File: src/rtl/xctl_pkg.sv
package xctl_pkg;
  localparam int unsigned BYTE_W = 8;
  localparam int unsigned CNT_W  = $clog2(BYTE_W) + 1;

  typedef logic [BYTE_W-1:0] byte_t;

  localparam byte_t REG_SYSCTL    = 8'h1A;
  localparam byte_t REG_IDENT     = 8'h1B;
  localparam byte_t REG_IRQ_STAT  = 8'h3D;
  localparam byte_t IDENT_VALUE   = 8'hB0;
  localparam byte_t IRQ_STAT_VAL  = 8'h04;
  localparam byte_t SYSCTL_GRANTD = 8'h06;

  localparam int unsigned SC_GRANT_BIT = 1;
  localparam int unsigned SC_REQ_BIT   = 2;

  typedef enum logic [2:0] {
    PH_IDLE,
    PH_ADDR,
    PH_ADDR_ACK,
    PH_WR_DATA,
    PH_WR_ACK,
    PH_RD_DATA,
    PH_RD_ACK,
    PH_RD_NEXT
  } phase_e;
endpackage

File: src/rtl/xctl_bus_sync.sv
module xctl_bus_sync #(
  parameter int unsigned STAGES = 2
) (
  input  logic clk_i,
  input  logic rst_ni,
  input  logic scl_i,
  input  logic sda_i,
  output logic scl_rise_o,
  output logic scl_fall_o,
  output logic start_o,
  output logic stop_o,
  output logic sda_s_o
);
  localparam int unsigned N_LINES = 2;
  localparam int unsigned IDX_SCL = 0;
  localparam int unsigned IDX_SDA = 1;

  logic [N_LINES-1:0] line_in;
  logic [N_LINES-1:0] line_s;
  logic [N_LINES-1:0] prev_q;

  assign line_in = {sda_i, scl_i};

  // one synchronizer chain per bus line, idle level high
  for (genvar g = 0; g < N_LINES; g++) begin : g_line
    logic [STAGES-1:0] chain_q;
    logic [STAGES-1:0] chain_d;
    if (STAGES > 1) begin : g_deep
      assign chain_d = {chain_q[STAGES-2:0], line_in[g]};
    end else begin : g_single
      assign chain_d = line_in[g];
    end
    always_ff @(posedge clk_i or negedge rst_ni) begin
      if (!rst_ni) chain_q <= '1;
      else         chain_q <= chain_d;
    end
    assign line_s[g] = chain_q[STAGES-1];
  end

  always_ff @(posedge clk_i or negedge rst_ni) begin
    if (!rst_ni) prev_q <= '1;
    else         prev_q <= line_s;
  end

  logic scl_hi_both;
  assign scl_hi_both = line_s[IDX_SCL] & prev_q[IDX_SCL];

  assign scl_rise_o = line_s[IDX_SCL] & ~prev_q[IDX_SCL];
  assign scl_fall_o = ~line_s[IDX_SCL] & prev_q[IDX_SCL];
  assign start_o    = scl_hi_both & prev_q[IDX_SDA] & ~line_s[IDX_SDA];
  assign stop_o     = scl_hi_both & ~prev_q[IDX_SDA] & line_s[IDX_SDA];
  assign sda_s_o    = line_s[IDX_SDA];

  assert_start_stop_excl_R12: assert property (@(posedge clk_i) disable iff (!rst_ni)
    !(start_o && stop_o));
  assert_no_edge_on_cond_R12: assert property (@(posedge clk_i) disable iff (!rst_ni)
    (start_o || stop_o) |-> !(scl_rise_o || scl_fall_o));
endmodule

File: src/rtl/xctl_byte_engine.sv
module xctl_byte_engine
  import xctl_pkg::*;
#(
  parameter logic [6:0] TGT_ADDR = 7'h3B
) (
  input  logic  clk_i,
  input  logic  rst_ni,
  input  logic  scl_rise_i,
  input  logic  scl_fall_i,
  input  logic  start_i,
  input  logic  stop_i,
  input  logic  sda_s_i,
  input  byte_t rd_data_i,
  output logic  sda_oe_o,
  output logic  begin_wr_o,
  output logic  wr_en_o,
  output byte_t wr_data_o,
  output logic  rd_en_o
);
  localparam logic [CNT_W-1:0] FULL_CNT = CNT_W'(BYTE_W);
  localparam logic [CNT_W-1:0] LAST_TX  = CNT_W'(BYTE_W - 1);

  phase_e           phase_q, phase_d;
  logic [CNT_W-1:0] bitcnt_q, bitcnt_d;
  byte_t            shreg_q, shreg_d;
  logic             rw_q, rw_d;
  logic             oe_q, oe_d;
  logic             begin_wr, wr_en, rd_en;

  always_comb begin
    phase_d  = phase_q;
    bitcnt_d = bitcnt_q;
    shreg_d  = shreg_q;
    rw_d     = rw_q;
    oe_d     = oe_q;
    begin_wr = 1'b0;
    wr_en    = 1'b0;
    rd_en    = 1'b0;
    if (stop_i) begin
      phase_d = PH_IDLE;
      oe_d    = 1'b0;
    end else if (start_i) begin
      phase_d  = PH_ADDR;
      bitcnt_d = '0;
      oe_d     = 1'b0;
    end else begin
      unique case (phase_q)
        PH_ADDR, PH_WR_DATA: begin
          if (scl_rise_i) begin
            shreg_d  = {shreg_q[BYTE_W-2:0], sda_s_i};
            bitcnt_d = bitcnt_q + 1'b1;
          end else if (scl_fall_i && bitcnt_q == FULL_CNT) begin
            bitcnt_d = '0;
            if (phase_q == PH_WR_DATA) begin
              wr_en   = 1'b1;
              phase_d = PH_WR_ACK;
              oe_d    = 1'b1;
            end else if (shreg_q[BYTE_W-1:1] == TGT_ADDR) begin
              phase_d  = PH_ADDR_ACK;
              oe_d     = 1'b1;
              rw_d     = shreg_q[0];
              begin_wr = ~shreg_q[0];
            end else begin
              phase_d = PH_IDLE;
            end
          end
        end
        PH_WR_ACK: begin
          if (scl_fall_i) begin
            phase_d = PH_WR_DATA;
            oe_d    = 1'b0;
          end
        end
        PH_ADDR_ACK, PH_RD_NEXT: begin
          if (scl_fall_i) begin
            bitcnt_d = '0;
            if (phase_q == PH_RD_NEXT || rw_q) begin
              phase_d = PH_RD_DATA;
              shreg_d = rd_data_i;
              rd_en   = 1'b1;
              oe_d    = ~rd_data_i[BYTE_W-1];
            end else begin
              phase_d = PH_WR_DATA;
              oe_d    = 1'b0;
            end
          end
        end
        PH_RD_DATA: begin
          if (scl_fall_i) begin
            if (bitcnt_q == LAST_TX) begin
              phase_d = PH_RD_ACK;
              oe_d    = 1'b0;
            end else begin
              bitcnt_d = bitcnt_q + 1'b1;
              shreg_d  = {shreg_q[BYTE_W-2:0], 1'b0};
              oe_d     = ~shreg_q[BYTE_W-2];
            end
          end
        end
        PH_RD_ACK: begin
          if (scl_rise_i) begin
            phase_d = sda_s_i ? PH_IDLE : PH_RD_NEXT;
          end
        end
        default: begin
          phase_d = PH_IDLE;
          oe_d    = 1'b0;
        end
      endcase
    end
  end

  always_ff @(posedge clk_i or negedge rst_ni) begin
    if (!rst_ni) begin
      phase_q  <= PH_IDLE;
      bitcnt_q <= '0;
      shreg_q  <= '0;
      rw_q     <= 1'b0;
      oe_q     <= 1'b0;
    end else begin
      phase_q  <= phase_d;
      bitcnt_q <= bitcnt_d;
      shreg_q  <= shreg_d;
      rw_q     <= rw_d;
      oe_q     <= oe_d;
    end
  end

  assign sda_oe_o   = oe_q;
  assign begin_wr_o = begin_wr;
  assign wr_en_o    = wr_en;
  assign wr_data_o  = shreg_q;
  assign rd_en_o    = rd_en;

  assert_idle_release_R10: assert property (@(posedge clk_i) disable iff (!rst_ni)
    (phase_q == PH_IDLE) |-> !oe_q);
  assert_stop_release_R12: assert property (@(posedge clk_i) disable iff (!rst_ni)
    stop_i |=> (phase_q == PH_IDLE) && !oe_q);
  assert_one_access_R3: assert property (@(posedge clk_i) disable iff (!rst_ni)
    $countones({wr_en, rd_en, begin_wr}) <= 1);
  assert_ack_driven_R1: assert property (@(posedge clk_i) disable iff (!rst_ni)
    (phase_q == PH_ADDR_ACK || phase_q == PH_WR_ACK) |-> oe_q);
endmodule

File: src/rtl/xctl_regs.sv
module xctl_regs
  import xctl_pkg::*;
(
  input  logic  clk_i,
  input  logic  rst_ni,
  input  logic  begin_wr_i,
  input  logic  wr_en_i,
  input  byte_t wr_data_i,
  input  logic  rd_en_i,
  output byte_t rd_data_o,
  output logic  ddc_mode_o
);
  byte_t ptr_q, ptr_d;
  logic  ptr_en;
  logic  pend_q, pend_d, pend_en;
  logic  req_q, req_d;
  logic  mode_q, mode_d;
  logic  ctl_en;

  always_comb begin
    ptr_d   = ptr_q + 1'b1;
    ptr_en  = rd_en_i | wr_en_i;
    pend_d  = pend_q;
    pend_en = 1'b0;
    ctl_en  = 1'b0;
    req_d   = req_q;
    mode_d  = mode_q;
    if (begin_wr_i) begin
      pend_d  = 1'b1;
      pend_en = 1'b1;
    end else if (wr_en_i && pend_q) begin
      ptr_d   = wr_data_i;
      pend_d  = 1'b0;
      pend_en = 1'b1;
    end else if (wr_en_i && ptr_q == REG_SYSCTL) begin
      ctl_en = 1'b1;
      if (wr_data_i[SC_REQ_BIT]) begin
        req_d = 1'b1;
        if (wr_data_i[SC_GRANT_BIT]) mode_d = 1'b1;
      end else begin
        req_d  = 1'b0;
        mode_d = 1'b0;
      end
    end
  end

  always_ff @(posedge clk_i or negedge rst_ni) begin
    if (!rst_ni) begin
      ptr_q <= '0;
    end else if (ptr_en) begin
      ptr_q <= ptr_d;
    end
  end

  always_ff @(posedge clk_i or negedge rst_ni) begin
    if (!rst_ni) begin
      pend_q <= 1'b0;
    end else if (pend_en) begin
      pend_q <= pend_d;
    end
  end

  always_ff @(posedge clk_i or negedge rst_ni) begin
    if (!rst_ni) begin
      req_q  <= 1'b0;
      mode_q <= 1'b0;
    end else if (ctl_en) begin
      req_q  <= req_d;
      mode_q <= mode_d;
    end
  end

  always_comb begin
    unique case (ptr_q)
      REG_SYSCTL:   rd_data_o = req_q ? SYSCTL_GRANTD : '0;
      REG_IDENT:    rd_data_o = IDENT_VALUE;
      REG_IRQ_STAT: rd_data_o = IRQ_STAT_VAL;
      default:      rd_data_o = '0;
    endcase
  end

  assign ddc_mode_o = mode_q;

  assert_mode_needs_req_R4: assert property (@(posedge clk_i) disable iff (!rst_ni)
    mode_q |-> req_q);
  assert_ptr_step_R3: assert property (@(posedge clk_i) disable iff (!rst_ni)
    rd_en_i |=> ptr_q == $past(ptr_q) + 8'd1);
  assert_ptr_load_R2: assert property (@(posedge clk_i) disable iff (!rst_ni)
    (wr_en_i && pend_q) |=> (ptr_q == $past(wr_data_i)) && !pend_q && $stable(mode_q));
  assert_enter_mode_R4: assert property (@(posedge clk_i) disable iff (!rst_ni)
    (wr_en_i && !pend_q && ptr_q == REG_SYSCTL && wr_data_i[SC_REQ_BIT] && wr_data_i[SC_GRANT_BIT])
      |=> mode_q);
  assert_req_only_R5: assert property (@(posedge clk_i) disable iff (!rst_ni)
    (wr_en_i && !pend_q && ptr_q == REG_SYSCTL && wr_data_i[SC_REQ_BIT] && !wr_data_i[SC_GRANT_BIT])
      |=> req_q && (mode_q == $past(mode_q)));
  assert_clear_R6: assert property (@(posedge clk_i) disable iff (!rst_ni)
    (wr_en_i && !pend_q && ptr_q == REG_SYSCTL && !wr_data_i[SC_REQ_BIT]) |=> !req_q && !mode_q);
  assert_other_ignored_R9: assert property (@(posedge clk_i) disable iff (!rst_ni)
    (wr_en_i && !pend_q && ptr_q != REG_SYSCTL) |=> $stable(req_q) && $stable(mode_q));
endmodule

File: src/rtl/xmit_ctrl_i2c_target.sv
module xmit_ctrl_i2c_target
  import xctl_pkg::*;
#(
  parameter logic [6:0]  TGT_ADDR    = 7'h3B,
  parameter int unsigned SYNC_STAGES = 2
) (
  input  logic clk_i,
  input  logic rst_ni,
  input  logic scl_i,
  input  logic sda_i,
  output logic sda_oe_o,
  output logic ddc_passthru_o
);
  localparam int unsigned RST_STAGES = 2;

  logic [RST_STAGES-1:0] rst_sync_q;
  logic                  rst_n;

  // asynchronous assertion, synchronous release
  always_ff @(posedge clk_i or negedge rst_ni) begin
    if (!rst_ni) rst_sync_q <= '0;
    else         rst_sync_q <= {rst_sync_q[RST_STAGES-2:0], 1'b1};
  end
  assign rst_n = rst_sync_q[RST_STAGES-1];

  logic  scl_rise, scl_fall, start_det, stop_det, sda_s;
  logic  begin_wr, wr_en, rd_en;
  byte_t wr_data, rd_data;

  xctl_bus_sync #(
    .STAGES (SYNC_STAGES)
  ) u_sync (
    .clk_i      (clk_i),
    .rst_ni     (rst_n),
    .scl_i      (scl_i),
    .sda_i      (sda_i),
    .scl_rise_o (scl_rise),
    .scl_fall_o (scl_fall),
    .start_o    (start_det),
    .stop_o     (stop_det),
    .sda_s_o    (sda_s)
  );

  xctl_byte_engine #(
    .TGT_ADDR (TGT_ADDR)
  ) u_engine (
    .clk_i      (clk_i),
    .rst_ni     (rst_n),
    .scl_rise_i (scl_rise),
    .scl_fall_i (scl_fall),
    .start_i    (start_det),
    .stop_i     (stop_det),
    .sda_s_i    (sda_s),
    .rd_data_i  (rd_data),
    .sda_oe_o   (sda_oe_o),
    .begin_wr_o (begin_wr),
    .wr_en_o    (wr_en),
    .wr_data_o  (wr_data),
    .rd_en_o    (rd_en)
  );

  xctl_regs u_regs (
    .clk_i      (clk_i),
    .rst_ni     (rst_n),
    .begin_wr_i (begin_wr),
    .wr_en_i    (wr_en),
    .wr_data_i  (wr_data),
    .rd_en_i    (rd_en),
    .rd_data_o  (rd_data),
    .ddc_mode_o (ddc_passthru_o)
  );

  assert_reset_released_R11: assert property (@(posedge clk_i)
    !rst_n |=> !sda_oe_o && !ddc_passthru_o);
endmodule

File: config.mk
export PLATFORM = sky130hd
export DESIGN_NAME = xmit_ctrl_i2c_target
export DESIGN_NICKNAME = d
export VERILOG_FILES = /design/src/rtl/xctl_pkg.sv /design/src/rtl/xctl_bus_sync.sv /design/src/rtl/xctl_byte_engine.sv /design/src/rtl/xctl_regs.sv /design/src/rtl/xmit_ctrl_i2c_target.sv
export SDC_FILE = /design/constraint.sdc
export NUM_CORES = 1
export LEC_CHECK = 0
export BUFFER_PORTS_ARGS = -buffer_cell sky130_fd_sc_hd__buf_4
export CORE_MARGIN = 2
export CORE_UTILIZATION = 45
export DETAILED_ROUTE_END_ITERATION = 10
export GPL_TIMING_DRIVEN = 1
export SYNTH_ARGS = -nofsm -noshare
export SYNTH_HDL_FRONTEND = slang
export SYNTH_SLANG_ARGS = --single-unit
File: constraint.sdc
create_clock -name clk_i -period 1.02 [get_ports clk_i]
set_input_delay 0.204 -clock clk_i [delete_from_list [all_inputs] [get_ports clk_i]]
set_output_delay 0.204 -clock clk_i [all_outputs]
set_load 0.05 [all_outputs]
; ---- Yosys cells after proc, flatten, opt, wreduce, memory -nomap -nowiden
; Cells that the tools add are included.
[totals]
inputBits = 4
reg_bits = 36
[op_classes]
n_addsub = 2
n_eq_ne = 32
mux = 71
reduce_logical = 17
n_bitwise = 21
[ops]
columns = cell, count
row1 = $mux W8, 7
row2 = $pmux W8 S3, 2
row3 = $mux W1, 39
row4 = $mux W3, 13
row5 = $mux W4, 6
row6 = $ne A4 B3 Y1 const B, 6
row7 = $reduce_and A7 Y1, 3
row8 = $eq A8 B5 Y1 const B, 2
row9 = $pmux W3 S5, 1
row10 = $not A1 Y1, 13
row11 = $eq A3 B3 Y1 const B, 4
row12 = $pmux W4 S3, 1
row13 = $add A8 B1 Y8 const B, 1
row14 = $eq A8 B6 Y1 const B, 1
row15 = $ne A4 B4 Y1 const B, 2
row16 = $reduce_and A8 Y1, 1
row17 = $and A1 B1 Y1, 7
row18 = $eq A7 B6 Y1 const B, 1
row19 = $eq A3 B2 Y1 const B, 2
row20 = $ne A2 B1 Y1 const B, 3
row21 = $ne A2 B2 Y1 const B, 3
row22 = $ne A3 B2 Y1 const B, 2
row23 = $ne A3 B3 Y1 const B, 2
row24 = $reduce_and A6 Y1, 1
row25 = 17 further kinds, 20

; ---- Longest topological paths before layout
; Gate-level depths: netlist (run 1).
[depth]
depth_word = 13
mapped_depth = 8
mapped_depth_nobuf = 7

; ---- By module
; A second synthesis (run 1) with hierarchy kept.
[hier_totals]
hier_cells = 237
hier_area_um2 = 2328.5
[by_module_without_submodules]
columns = mod, cells_per_inst, area_per_inst_um2, n_inst
row1 = xctl_byte_engine, 142, 1307.5, 1
row2 = xctl_regs, 82, 777.0, 1
row3 = xctl_bus_sync, 10, 190.2, 1
row4 = xmit_ctrl_i2c_target, 3, 53.8, 1

; ---- Worst setup path before layout (run 1)
; Ideal clock, no wire load.
[synth_path]
path_kind = reg-to-reg
start = register u_sync.g_line[0].chain_q[1]
end = register u_engine.bitcnt_q[3]
arrival_ns = 1.684
setup_time_ns = 0.124
path_slack_ns = -0.788
synth_period_minus_slack_ns = 1.808
stages_incl_launch_ff = 6
path_buffers = 0
path_cell_list = dfstp_2 > and2b_2 > a211oi_2 > a211oi_4 > and3_2 > a211o_2
[synth_via]
elab_chain_len = 5
word_cells_on_any_way = 19
classes_between = 4 x eq/ne / 3 x mux / 9 x bitwise / 3 x reduce/logical
[synth_lines]
columns = item, line_no
row1 = "start, declared", xctl_bus_sync.sv:26  ; logic [STAGES-1:0] chain_q;
row2 = "start signal, assigned", xctl_bus_sync.sv:35  ; else chain_q <= chain_d;
row3 = $and A1 B1 Y1 or $not A1 Y1 (tied branches), "xctl_bus_sync.sv:46, xctl_bus_sync.sv:49"
row4 = "$and A1 B1 Y1, on equally long branches", "xctl_bus_sync.sv:50, xctl_bus_sync.sv:49, xctl_bus_sync.sv:51"
row5 = "$and A1 B1 Y1, or another cell as far along", xctl_bus_sync.sv:50  ; assign start_o = scl_hi_both & prev_q[IDX_SDA] & ~line_s[IDX_SDA];
row6 = "$ne A4 B3 Y1 (no source line), or another cell as far along", n/a
row7 = $reduce_and A6 Y1 (no source line), n/a
row8 = "end signal, assigned", xctl_byte_engine.sv:122  ; bitcnt_q <= bitcnt_d;
row9 = "end, declared", xctl_byte_engine.sv:24  ; logic [CNT_W-1:0] bitcnt_q, bitcnt_d;
; Parallel ways exist; a longest one is shown, timed or not.
; A chain may end at the register's enable or synchronous reset.

; ---- Worst setup path after layout (run 1)
[layout_path]
start = register u_engine.bitcnt_q[1]
end = register u_engine.bitcnt_q[2]
[layout_via]
elab_chain_len = 5
word_cells_on_any_way = 12
classes_between = 1 x add/sub / 4 x eq/ne / 5 x mux / 2 x reduce/logical
[layout_lines]
columns = item, line_no
row1 = $add A4 B1 Y4, "xctl_byte_engine.sv:51, xctl_byte_engine.sv:94"
row2 = $mux W4, xctl_byte_engine.sv:90  ; if (bitcnt_q == LAST_TX) begin
row3 = $mux W4, xctl_byte_engine.sv:89  ; if (scl_fall_i) begin
row4 = $pmux W4 S3, xctl_byte_engine.sv:47  ; unique case (phase_q)
row5 = $mux W4, xctl_byte_engine.sv:42  ; end else if (start_i) begin
; Parallel ways exist; a longest one is shown, timed or not. The select of a mux whose other input is x is not followed.

==> Implementation_results.wiki, run 1 <==
{| class="wikitable"
! Metric !! Value
|-
| Run status || finished, violations left
|-
| Violations in the final reports || negative setup slack
|-
| Area Growth Syn to Fin || 57.5%
|-
| Die Ht || approximately 73 µm
|-
| Placed wire-length estimate after detailed placement || 4180 µm
|-
| Syn_area_per_cell || 9.36 µm²
|-
| Share of final-layout standard cells stronger than drive strength 1 || a little over half
|-
| Tmin final || around 1.8 ns
|-
| Depth of the critical timing path with buffers and inverters included || 7
|-
| Total via count after detailed routing || 2167
|-
| Total Routing Usage GR || 24.8%
|-
| Maximum count of clock buffers along a single path || 2
|-
| Share of the clock period used by the worst path after layout || 181%
|-
| Layout Cells excl Fill || between 300 and 400
|-
| Number of nets in the layout || ~340
|-
| Most frequent cells in the layout || 83 x sky130_fd_sc_hd__buf_4, 27 x sky130_fd_sc_hd__dfrtp_1, 20 x sky130_fd_sc_hd__nand2_1
|-
| Cell taking the most area after synthesis || sky130_fd_sc_hd__dfrtp_1
|-
| Worst vdd ir || between 1000 and 1500 µV
|-
| Clock Root Buffer || sky130_fd_sc_hd__clkbuf_8
|-
| Number of distinct library cells after synthesis || between 60 and 70
|-
| WHS Path Cells || 1
|-
| Total power density per cell area || approximately 1700 nW/µm²
|-
| Largest fanout on the critical path || 3
|-
| Synthesized netlist cell count || 230
|-
| Final-report max-slew violation count || 0
|-
| Combined buffer and inverter count along the critical path || 1
|-
| Count of max-cap constraint violations || 0
|-
| Class of the tightest hold or removal check || primary input to flip-flop
|-
| Clock slew at the register clock pins of the worst setup and hold paths || 0.07 ns
|-
| Unrepaired setup endpoints after global routing || yes
|-
| Avg WL per Cell || between 15 and 20 µm
|-
| Reg2Reg Depth || 7
|-
| Endpoint arrival time on the critical path || 2.01 ns
|-
| EDFF count, synth || 0
|-
| Flip-flop and latch count after synthesis || 36
|-
| Combined area of all synthesized cells || 2150 µm²
|-
| Global-route wire length before repair || between 10000 and 15000 µm
|-
| Clock tree from TritonCTS || built
|-
| Detailed Route Iter0 Violations || ~130
|-
| CP Cell Sequence || inv_2, ha_4, nand2_2, o31a_1, a211oi_4, nor2_2, a221o_1
|-
| Required time at the worst-slack endpoint || 1.19 ns
|-
| Placement Cell Area || ~2800 µm²
|-
| Core ar. || 4660 µm²
|-
| Antenna viol nets, final || 0
|-
| Global placer's final weighted congestion || 0.880
|-
| Final hold violation count || 0
|-
| Maximum number of pins on one net before global-route repair || 15
|-
| Maximum level of the CTS H-tree || 2
|-
| CP max stage cell || sky130_fd_sc_hd__dfrtp_1
|-
| Filler cell count in the final layout || 331
|-
| Die Area || 5350 µm²
|-
| I/O pin count || 6
|-
| Count of standard-cell rows || 25
|-
| Vias in the first global route || 2174
|-
| Crit. End Element || flip-flop
|-
| Crit path kind || flip-flop to flip-flop
|-
| Number of optimization iterations in the first detailed-route pass || 4
|-
| Detailed-route DRC error count || 0
|-
| Area of all placed cells without fillers || 3390 µm²
|-
| Wire length after detailed routing || 6300 µm
|-
| ANT cells || 0
|-
| Number of CTS-inserted buffers || 5
|-
| Initial cell density of the core || 46.2%
|-
| Top post-synthesis cells by area || sky130_fd_sc_hd__dfrtp_1 35%, sky130_fd_sc_hd__dfstp_2 7.3%, sky130_fd_sc_hd__a21oi_1 5.1%
|-
| Die width || 73.2 µm
|-
| Clock Latency Late Sink || 0.29 ns
|-
| Yosys warning total || 0
|-
| Via density per instance || 5.60
|-
| Delay of the slowest cell on the worst path || 0.42 ns
|-
| Gr ovfl total || 0
|-
| Achievable Freq || approximately 540 MHz
|-
| Final-report setup violation count || 30
|-
| Portion of synthesized cell area occupied by the leading cell type || 34.9%
|-
| Primary FF master, synth || sky130_fd_sc_hd__dfrtp_1
|-
| Post-route setup slack || -0.824 ns
|-
| Placed instance count || 360
|-
| Kind of cell adding the most delay to the critical path || compound AO/OA/AOI/OAI gates
|-
| Port buffer count || 5
|-
| Antenna violations before repair || 0
|-
| Kind of launch point of the worst setup path || flip-flop
|-
| Post-Route Skew || approximately 0.014 ns
|-
| Post-synthesis sequential area ratio || 42.2%
|-
| Number of sinks driven by the clock tree || 36
|-
| Synthesized netlist net count || between 200 and 250
|-
| Cell leakage power || 1.54 nW
|-
| Async set-reset flop share out of synthesis || 100%
|-
| Leading cell type in the layout, fill and taps excluded || sky130_fd_sc_hd__buf_4
|-
| Total chip power || about 6 mW
|}
==> cell usage after synthesis (all sizes together) (4+ instances only) <==
cell type	number
and2b	5
nand2	28
ha	5
a21oi	23
o21ai	11
a31oi	4
dfstp	6
dfrtp	30
and3	4
o22ai	5
nor3	7
nand3	12
mux2i	5
inv	12
buf	5
nor2	15
==> power by group <==
group	internal (mW)	total, mW	leakage (nW)	switching, mW
Sequential	1.68	1.90	0.459	0.222
Combinational	1.42	2.90	1.04	1.48
Clock	0.550	1.09	0.0445	0.540
==> final cells by class <==
cell class | count | area [µm²] | area share (%)
Sequential cell | 36 | 912 | 26.9
Tap cell | 54 | 67.6 | 1.99
Clock inverter | 1 | 7.51 | 0.221
Inverter | 12 | 45.0 | 1.33
Timing Repair Buffer | 103 | 850 | 25.0
Clock buffer | 7 | 86.3 | 2.55
Multi-Input combinational cell | 174 | 1420 | 42.0
==> metal layers <==
| metal | GRT usage, % | wire, µm | up-vias |
|---|---|---|---|
| met5 | 0 | 0 | - |
| met4 | 6.17 | 99 | 0 |
| met3 | 4.83 | 269 | 12 |
| met2 | 40.6 | 3050 | 45 |
| met1 | 33.7 | 2890 | 1063 |
| li1 | - | - | 1047 |
==> worst reg2reg max path: stages (launching register included) <==
cell,delay (ns)
sky130_fd_sc_hd__dfrtp_1,0.42
sky130_fd_sc_hd__inv_2,0.09
sky130_fd_sc_hd__ha_4,0.14
sky130_fd_sc_hd__nand2_2,0.05
sky130_fd_sc_hd__o31a_1,0.33
sky130_fd_sc_hd__a211oi_4,0.30
sky130_fd_sc_hd__nor2_2,0.10
sky130_fd_sc_hd__a221o_1,0.31
==> through the flow <==
step                      hold WS (ns)  util, %  worst slack, ns  TNS, ns
after global routing           0.00244     72.8           -0.892   -22.27
after CTS                       0.0130     69.4           -0.794   -19.81
final                           0.0208     72.8           -0.824   -20.28
after detailed placement      -0.00922     61.0           -0.807   -20.38
after global placement         -0.0136     61.0           -0.834   -19.96
after floorplan                -0.0916        -           -0.728   -16.41
==> registers in the layout, indices dropped and copies added (netlist names) <==
register / count
u_engine.bitcnt_q: 4
u_engine.phase_q: 3
u_regs.pend_q: 1
u_engine.sda_oe_o: 1
u_engine.wr_data_o: 8
u_regs.req_q: 1
u_engine.rw_q: 1
u_regs.ptr_q: 8
u_regs.ddc_mode_o: 1
u_sync.g_line.chain_q: 4
rst_sync_q: 2
u_sync.prev_q: 2
==> cell families after synthesis <==
logic type               share of synthesized area (%)
XOR/XNOR                                         0.814
adder cells (fa/ha/maj)                           3.37
AND/OR/NAND/NOR                                   23.5
AO/OA/AOI/OAI                                     21.8
other                                            0.174
buffers and inverters                             4.76
flip-flops                                        42.2
multiplexers                                      3.37
==> what timing repair did <==
action,in CTS,in global routing
setup buffers,11,9
resized for setup,50,17
hold endpoints to repair,2,0
gates cloned,1,0
hold buffers,1,0
pin swaps,17,11
setup endpoints to repair,30,30
==> path summary, 6_finish.rpt <==
kind                                               endpoint  slack, ns            startpoint
worst min-delay path            u_sync.g_line[1].chain_q[0]       0.02                 sda_i
min in group asynchronous                 u_engine.sda_oe_o       0.14         rst_sync_q[1]
max in group asynchronous                   u_regs.ptr_q[0]       0.39         rst_sync_q[1]
worst min register to register            u_engine.sda_oe_o       0.14         rst_sync_q[1]
worst max register to register         u_engine.bitcnt_q[2]      -0.82  u_engine.bitcnt_q[1]
worst max-delay path                   u_engine.bitcnt_q[2]      -0.82  u_engine.bitcnt_q[1]
Power figures use the tool's default switching activity.
==> inputs of run 2 (changes only) <==
--- a/config.mk
+++ b/config.mk
@@ -10,6 +10,7 @@
 export CORE_UTILIZATION = 45
 export DETAILED_ROUTE_END_ITERATION = 10
 export GPL_TIMING_DRIVEN = 1
+export SETUP_SLACK_MARGIN = 0.5
 export SYNTH_ARGS = -nofsm -noshare
 export SYNTH_HDL_FRONTEND = slang
 export SYNTH_SLANG_ARGS = --single-unit
==> Implementation_results.wiki, run 2 (synthesized netlist as in run 1, its figures left out) <==
{| class="wikitable"
! Metric !! Value
|-
| Run status || finished, violations left (unchanged)
|-
| Violations in the final reports || negative setup slack (unchanged)
|-
| Cell leakage power || 1.54 nW (about the same)
|-
| CP Cell Sequence || and2b_2, o22ai_2, a2111o_2, a2111oi_4, a21oi_2 (was inv_2, ha_4, nand2_2, o31a_1, a211oi_4, nor2_2, a221o_1)
|-
| Leading cell type in the layout, fill and taps excluded || sky130_fd_sc_hd__buf_4 (unchanged)
|-
| Class of the tightest hold or removal check || primary input to flip-flop (unchanged)
|-
| Count of standard-cell rows || 25 (unchanged)
|-
| Internal Dissipation || 3.73 mW (was 3.65 mW)
|-
| Maximum count of clock buffers along a single path || 2 (unchanged)
|-
| Avg WL per Cell || 16.5 µm (was 16.3 µm)
|-
| Total via count after detailed routing || 2152 (was 2167)
|-
| Detailed-route DRC error count || 0 (unchanged)
|-
| Most frequent cells in the layout || 75 x sky130_fd_sc_hd__buf_4, 24 x sky130_fd_sc_hd__dfrtp_1, 22 x sky130_fd_sc_hd__buf_6 (was 83 x sky130_fd_sc_hd__buf_4, 27 x sky130_fd_sc_hd__dfrtp_1, 20 x sky130_fd_sc_hd__nand2_1)
|-
| Via density per instance || 5.58 (was 5.60)
|-
| Area Growth Syn to Fin || 61.1% (was 57.5%)
|-
| Total power density per cell area || 1740 nW/µm² (about the same)
|-
| Initial cell density of the core || 46.2% (unchanged)
|-
| CP max stage cell || sky130_fd_sc_hd__dfstp_2 (was sky130_fd_sc_hd__dfrtp_1)
|-
| Clock Root Buffer || sky130_fd_sc_hd__clkbuf_8 (unchanged)
|-
| Worst vdd ir || 1320 µV (was 1400 µV)
|-
| Net load switching power || 2.30 mW (was 2.24 mW)
|-
| Count of max-cap constraint violations || 0 (unchanged)
|-
| Tmin final || 1.85 ns (was 1.84 ns)
|-
| Number of sinks driven by the clock tree || 36 (unchanged)
|-
| Die Ht || 73.2 µm (unchanged)
|-
| Clock network power share || 17.0% (was 18.5%)
|-
| Placed wire-length estimate after detailed placement || 4110 µm (was 4180 µm)
|-
| Kind of cell adding the most delay to the critical path || compound AO/OA/AOI/OAI gates (unchanged)
|-
| Reg2Reg Depth || 5 (was 7)
|-
| Final-report setup violation count || 30 (unchanged)
|-
| Global placer's final weighted congestion || 0.865 (was 0.880)
|-
| Depth of the critical timing path with buffers and inverters included || 5 (was 7)
|-
| Post-route setup slack || -0.835 ns (was -0.824 ns)
|-
| Share of power burned in registers || 31.0% (was 32.3%)
|-
| I/O pin count || 6 (unchanged)
|-
| Gr ovfl total || 0 (unchanged)
|-
| WHS Path Cells || 1 (unchanged)
|-
| Total chip power || 6.03 mW (was 5.89 mW)
|-
| Net Sw Frac || 38.1% (was 38.0%)
|-
| Share of final-layout standard cells stronger than drive strength 1 || 57.2% (was 54.4%)
|-
| Share of the clock period used by the worst path after layout || 182% (was 181%)
|-
| Die Area || 5350 µm² (unchanged)
|-
| Vias in the first global route || 2068 (was 2174)
|-
| Antenna viol nets, final || 0 (unchanged)
|-
| ANT cells || 0 (unchanged)
|-
| Global-route wire length before repair || 9930 µm (was 10200 µm)
|-
| Maximum number of pins on one net before global-route repair || 20 (was 15)
|-
| Required time at the worst-slack endpoint || 1.18 ns (was 1.19 ns)
|-
| Area of all placed cells without fillers || 3470 µm² (was 3390 µm²)
|-
| Number of optimization iterations in the first detailed-route pass || 4 (unchanged)
|-
| Setup slack at placement || -0.849 ns (was -0.807 ns)
|-
| Maximum level of the CTS H-tree || 2 (unchanged)
|-
| WHS || 0.0205 ns (was 0.0208 ns)
|-
| Final-report max-slew violation count || 0 (unchanged)
|-
| Clock slew at the register clock pins of the worst setup and hold paths || 0.08 ns (was 0.07 ns)
|-
| Delay of the slowest cell on the worst path || 0.57 ns (was 0.42 ns)
|-
| Crit. End Element || flip-flop (unchanged)
|-
| Final hold violation count || 0 (unchanged)
|-
| Crit path kind || flip-flop to flip-flop (unchanged)
|-
| Die width || 73.2 µm (unchanged)
|-
| Clock Latency Late Sink || 0.29 ns (about the same)
|-
| Combined buffer and inverter count along the critical path || 0 (was 1)
|-
| Unrepaired setup endpoints after global routing || yes (unchanged)
|-
| Total Routing Usage GR || 24.1% (was 24.8%)
|-
| Number of CTS-inserted buffers || 5 (unchanged)
|-
| Clock tree from TritonCTS || built (unchanged)
|-
| Post-Route Skew || 0.00915 ns (was 0.0141 ns)
|-
| Achievable Freq || 539 MHz (was 542 MHz)
|-
| Filler cell count in the final layout || 315 (was 331)
|-
| Endpoint arrival time on the critical path || 2.02 ns (was 2.01 ns)
|-
| Logic gate share of total power || 52.0% (was 49.2%)
|-
| Antenna violations before repair || 0 (unchanged)
|-
| Core ar. || 4660 µm² (unchanged)
|-
| Kind of launch point of the worst setup path || flip-flop (unchanged)
|-
| Placement Cell Area || 2880 µm² (was 2850 µm²)
|-
| Wire length after detailed routing || 6390 µm (was 6300 µm)
|-
| Port buffer count || 5 (unchanged)
|-
| Largest fanout on the critical path || 6 (was 3)
|-
| Number of nets in the layout || 340 (was 341)
|-
| Detailed Route Iter0 Violations || 138 (was 132)
|}
[run 2: cell types whose count changed in the layout (fill, tap and decap cells not counted), moves of 2 or more]
cell                      before  now
sky130_fd_sc_hd__dfrtp_2       3    5
sky130_fd_sc_hd__o22ai_2       0    2
sky130_fd_sc_hd__o22ai_1       5    3
sky130_fd_sc_hd__a21oi_2       8   10
sky130_fd_sc_hd__dfrtp_1      27   24
sky130_fd_sc_hd__buf_12        1    3
sky130_fd_sc_hd__or3_4         0    2
sky130_fd_sc_hd__buf_6        17   22
sky130_fd_sc_hd__buf_4        83   75
sky130_fd_sc_hd__o21ai_1       3    5
sky130_fd_sc_hd__a21oi_1      14   12
[run 2: worst paths after layout]
path,start,to,slack [ns]
hold / removal,sda_i,u_sync.g_line[1].chain_q[0],0.02
hold reg to reg,rst_sync_q[1],u_engine.rw_q,0.24
setup reg to reg,u_sync.g_line[0].chain_q[1],u_engine.wr_data_o[2],-0.83
min in group asynchronous,rst_ni,rst_sync_q[0],0.23
setup / recovery,u_sync.g_line[0].chain_q[1],u_engine.wr_data_o[2],-0.83
max in group asynchronous,rst_sync_q[1],u_engine.phase_q[0],0.56
[run 2: worst register-to-register path, delay by kind of cell (launching register included)]
kind / cells / cell delay [ns]
AOI/OAI and AO/OA: 4 / 0.94
DFF: 1 / 0.57
and+or+nand+nor: 1 / 0.22
[run 2: timing repair]
| item | 4_1_cts | 5_1_grt |
|---|---|---|
| setup buffers | 11 | 4 |
| gates resized for setup | 57 | 26 |
| pin swaps | 26 | 9 |
| hold buffers | 1 | 0 |
| hold endpoints to repair | 2 | 0 |
| setup endpoints to repair | 53 | 34 |
[run 2: layout make-up]
class | instances | area, µm² | area share, %
clock buffer | 7 | 76.3 | 2.20
multi-input combinational | 174 | 1470 | 42.3
sequential | 36 | 918 | 26.5
clock inverter | 1 | 8.76 | 0.253
timing repair buffer | 102 | 886 | 25.5
inverter | 12 | 45.0 | 1.30
tap | 54 | 67.6 | 1.95
[run 2: through the flow]
| step | std cells | util (%) | TNS (ns) |
|---|---|---|---|
| finish | 386 | 74.4 | -21.13 |
| global route | 386 | 74.4 | -22.75 |
| CTS | 382 | 71.1 | -20.11 |
| detailed placement | 362 | 61.7 | -20.70 |
| global placement | 362 | 61.7 | -20.25 |
| floorplan | 230 | - | -16.41 |
[run 2: power by group through the flow]
stage	sequential (mW)	clock [mW]	combinational (mW)
detailed placement	1.92	0	2.45
floorplan	2.01	0	1.29
CTS	1.84	1.03	2.93
finish	1.87	1.03	3.14
global route	1.90	1.10	3.35
global placement	1.91	0	2.41
[run 2: metal layers]
metal,track usage (%),share of wire [%],wire length (µm),vias to the layer above
li1,-,-,-,1033
met1,35.8,47,3010,1058
met2,35.2,47,2990,53
met3,4.83,4.5,290,8
met4,7.41,1.4,89,0
met5,0,0,0,-
==> inputs of run 3 (changes only) <==
--- a/config.mk
+++ b/config.mk
@@ -11,6 +11,7 @@
 export DETAILED_ROUTE_END_ITERATION = 10
 export GPL_TIMING_DRIVEN = 1
 export SETUP_SLACK_MARGIN = 0.5
+export SKIP_CTS_REPAIR_TIMING = 1
 export SYNTH_ARGS = -nofsm -noshare
 export SYNTH_HDL_FRONTEND = slang
 export SYNTH_SLANG_ARGS = --single-unit
==> Implementation_results.wiki, run 3 (synthesized netlist as in run 1, its figures left out) <==
{| class="wikitable"
! Metric !! Value
|-
| Run status || finished, violations left (unchanged)
|-
| Violations in the final reports || negative setup slack (unchanged)
|-
| Gr ovfl total || 0 (unchanged)
|-
| Tmin final || 1.85 ns (about the same)
|-
| Total chip power || 5.69 mW (was 6.03 mW)
|-
| Cell leakage power || 1.50 nW (was 1.54 nW)
|-
| Final hold violation count || 0 (unchanged)
|-
| Wire length after detailed routing || 5900 µm (was 6390 µm)
|-
| Worst vdd ir || 1260 µV (was 1320 µV)
|-
| Maximum count of clock buffers along a single path || 2 (unchanged)
|-
| Share of power burned in registers || 33.5% (was 31.0%)
|-
| Maximum number of pins on one net before global-route repair || 20 (unchanged)
|-
| Post-route setup slack || -0.828 ns (was -0.835 ns)
|-
| Clock Root Buffer || sky130_fd_sc_hd__clkbuf_8 (unchanged)
|-
| Class of the tightest hold or removal check || primary input to flip-flop (unchanged)
|-
| I/O pin count || 6 (unchanged)
|-
| Clock network power share || 17.8% (was 17.0%)
|-
| Endpoint arrival time on the critical path || 2.01 ns (was 2.02 ns)
|-
| Number of CTS-inserted buffers || 5 (unchanged)
|-
| Die Ht || 73.2 µm (unchanged)
|-
| Reg2Reg Depth || 5 (unchanged)
|-
| Antenna violations before repair || 0 (unchanged)
|-
| Delay of the slowest cell on the worst path || 0.58 ns (was 0.57 ns)
|-
| Unrepaired setup endpoints after global routing || yes (unchanged)
|-
| Number of nets in the layout || 335 (was 340)
|-
| Crit. End Element || flip-flop (unchanged)
|-
| Net Sw Frac || 37.3% (was 38.1%)
|-
| Number of sinks driven by the clock tree || 36 (unchanged)
|-
| Global placer's final weighted congestion || 0.865 (unchanged)
|-
| Internal Dissipation || 3.57 mW (was 3.73 mW)
|-
| Area Growth Syn to Fin || 53.2% (was 61.1%)
|-
| Core ar. || 4660 µm² (unchanged)
|-
| Crit path kind || flip-flop to flip-flop (unchanged)
|-
| Antenna viol nets, final || 0 (unchanged)
|-
| Initial cell density of the core || 46.2% (unchanged)
|-
| Most frequent cells in the layout || 77 x sky130_fd_sc_hd__buf_4, 25 x sky130_fd_sc_hd__dfrtp_1, 22 x sky130_fd_sc_hd__nand2_1 (was 75 x sky130_fd_sc_hd__buf_4, 24 x sky130_fd_sc_hd__dfrtp_1, 22 x sky130_fd_sc_hd__buf_6)
|-
| WHS || 0.0225 ns (was 0.0205 ns)
|-
| Combined buffer and inverter count along the critical path || 0 (unchanged)
|-
| Via density per instance || 5.44 (was 5.58)
|-
| Layout Cells excl Fill || 381 (was 386)
|-
| Leading cell type in the layout, fill and taps excluded || sky130_fd_sc_hd__buf_4 (unchanged)
|-
| Global-route wire length before repair || 8940 µm (was 9930 µm)
|-
| Clock slew at the register clock pins of the worst setup and hold paths || 0.08 ns (about the same)
|-
| ANT cells || 0 (unchanged)
|-
| Die Area || 5350 µm² (unchanged)
|-
| Setup total negative slack || -20.38 ns (was -21.13 ns)
|-
| Count of standard-cell rows || 25 (unchanged)
|-
| Maximum level of the CTS H-tree || 2 (unchanged)
|-
| Kind of launch point of the worst setup path || flip-flop (unchanged)
|-
| Area of all placed cells without fillers || 3300 µm² (was 3470 µm²)
|-
| Clock Latency Late Sink || 0.28 ns (was 0.29 ns)
|-
| CP Cell Sequence || and2b_2, o22ai_2, a2111o_2, a2111oi_4, a21oi_2 (unchanged)
|-
| Post-Route Skew || 0.00754 ns (was 0.00915 ns)
|-
| Placed instance count || 362 (unchanged)
|-
| Required time at the worst-slack endpoint || 1.18 ns (about the same)
|-
| Detailed Route Iter0 Violations || 97 (was 138)
|-
| Logic gate share of total power || 48.7% (was 52.0%)
|-
| Detailed-route DRC error count || 0 (unchanged)
|-
| Final-report max-slew violation count || 0 (unchanged)
|-
| Total power density per cell area || 1730 nW/µm² (was 1740 nW/µm²)
|-
| WHS Path Cells || 1 (unchanged)
|-
| Total via count after detailed routing || 2072 (was 2152)
|-
| Largest fanout on the critical path || 6 (unchanged)
|-
| Net load switching power || 2.12 mW (was 2.30 mW)
|-
| Total Routing Usage GR || 21.8% (was 24.1%)
|-
| Number of optimization iterations in the first detailed-route pass || 4 (unchanged)
|-
| Depth of the critical timing path with buffers and inverters included || 5 (unchanged)
|-
| Port buffer count || 5 (unchanged)
|-
| Kind of cell adding the most delay to the critical path || compound AO/OA/AOI/OAI gates (unchanged)
|-
| Die width || 73.2 µm (unchanged)
|-
| Avg WL per Cell || 15.5 µm (was 16.5 µm)
|-
| Vias in the first global route || 1841 (was 2068)
|-
| Achievable Freq || 541 MHz (was 539 MHz)
|-
| Final-report setup violation count || 30 (unchanged)
|-
| Count of max-cap constraint violations || 0 (unchanged)
|-
| Share of final-layout standard cells stronger than drive strength 1 || 52.9% (was 57.2%)
|-
| CP max stage cell || sky130_fd_sc_hd__a2111o_2 (was sky130_fd_sc_hd__dfstp_2)
|-
| Filler cell count in the final layout || 352 (was 315)
|-
| Placement Cell Area || 2880 µm² (unchanged)
|-
| Share of the clock period used by the worst path after layout || 181% (was 182%)
|-
| Placed wire-length estimate after detailed placement || 4110 µm (unchanged)
|-
| Clock tree from TritonCTS || built (unchanged)
|}
==> run 3: cell types whose count changed in the layout (fill, tap and decap cells not counted), moves of 2 or more <==
cell | before | now
sky130_fd_sc_hd__buf_4 | 75 | 77
sky130_fd_sc_hd__nand2b_4 | 2 | 0
sky130_fd_sc_hd__nand2b_1 | 1 | 3
sky130_fd_sc_hd__buf_12 | 3 | 1
sky130_fd_sc_hd__buf_6 | 22 | 18
sky130_fd_sc_hd__or3_4 | 2 | 0
==> run 3: worst paths after layout <==
kind	startpoint	endpoint	slack (ns)
setup / recovery	u_sync.g_line[0].chain_q[1]	u_engine.wr_data_o[2]	-0.83
hold / removal	sda_i	u_sync.g_line[1].chain_q[0]	0.02
setup reg to reg	u_sync.g_line[0].chain_q[1]	u_engine.wr_data_o[2]	-0.83
hold reg to reg	rst_sync_q[1]	u_engine.rw_q	0.24
max in group asynchronous	rst_sync_q[1]	u_engine.phase_q[0]	0.56
min in group asynchronous	rst_ni	rst_sync_q[0]	0.23
==> run 3: power by group through the flow <==
stage | registers [mW] | logic [mW] | clock network, mW
floorplan | 2.01 | 1.29 | 0
global placement | 1.91 | 2.41 | 0
detailed placement | 1.92 | 2.45 | 0
CTS | 1.89 | 2.46 | 1.03
global route | 1.95 | 2.99 | 1.08
finish | 1.91 | 2.77 | 1.01
==> run 3: cell type report <==
class                           instances  area, µm²  area share, %
Sequential cell                        36        917           27.8
Multi-Input combinational cell        174       1370           41.6
Clock inverter                          1       8.76          0.266
Timing Repair Buffer                   97        811           24.6
Inverter                               12       45.0           1.37
Clock buffer                            7       76.3           2.31
Tap cell                               54       67.6           2.05
==> run 3: per-stage QoR <==
step / setup WS [ns] / util [%]
2_1_floorplan: -0.728 / -
3_3_place_gp: -0.849 / 61.7
3_5_place_dp: -0.849 / 61.7
4_1_cts: -0.856 / 63.6
5_1_grt: -0.880 / 70.8
6_report: -0.828 / 70.8
==> run 3: layer usage <==
| layer | track usage [%] | up-vias | wire, µm |
|---|---|---|---|
| met2 | 30.7 | 30 | 2630 |
| met3 | 3.45 | 7 | 155 |
| li1 | - | 1022 | - |
| met4 | 5.14 | 0 | 48 |
| met1 | 34.7 | 1013 | 3070 |
| met5 | 0 | - | 0 |
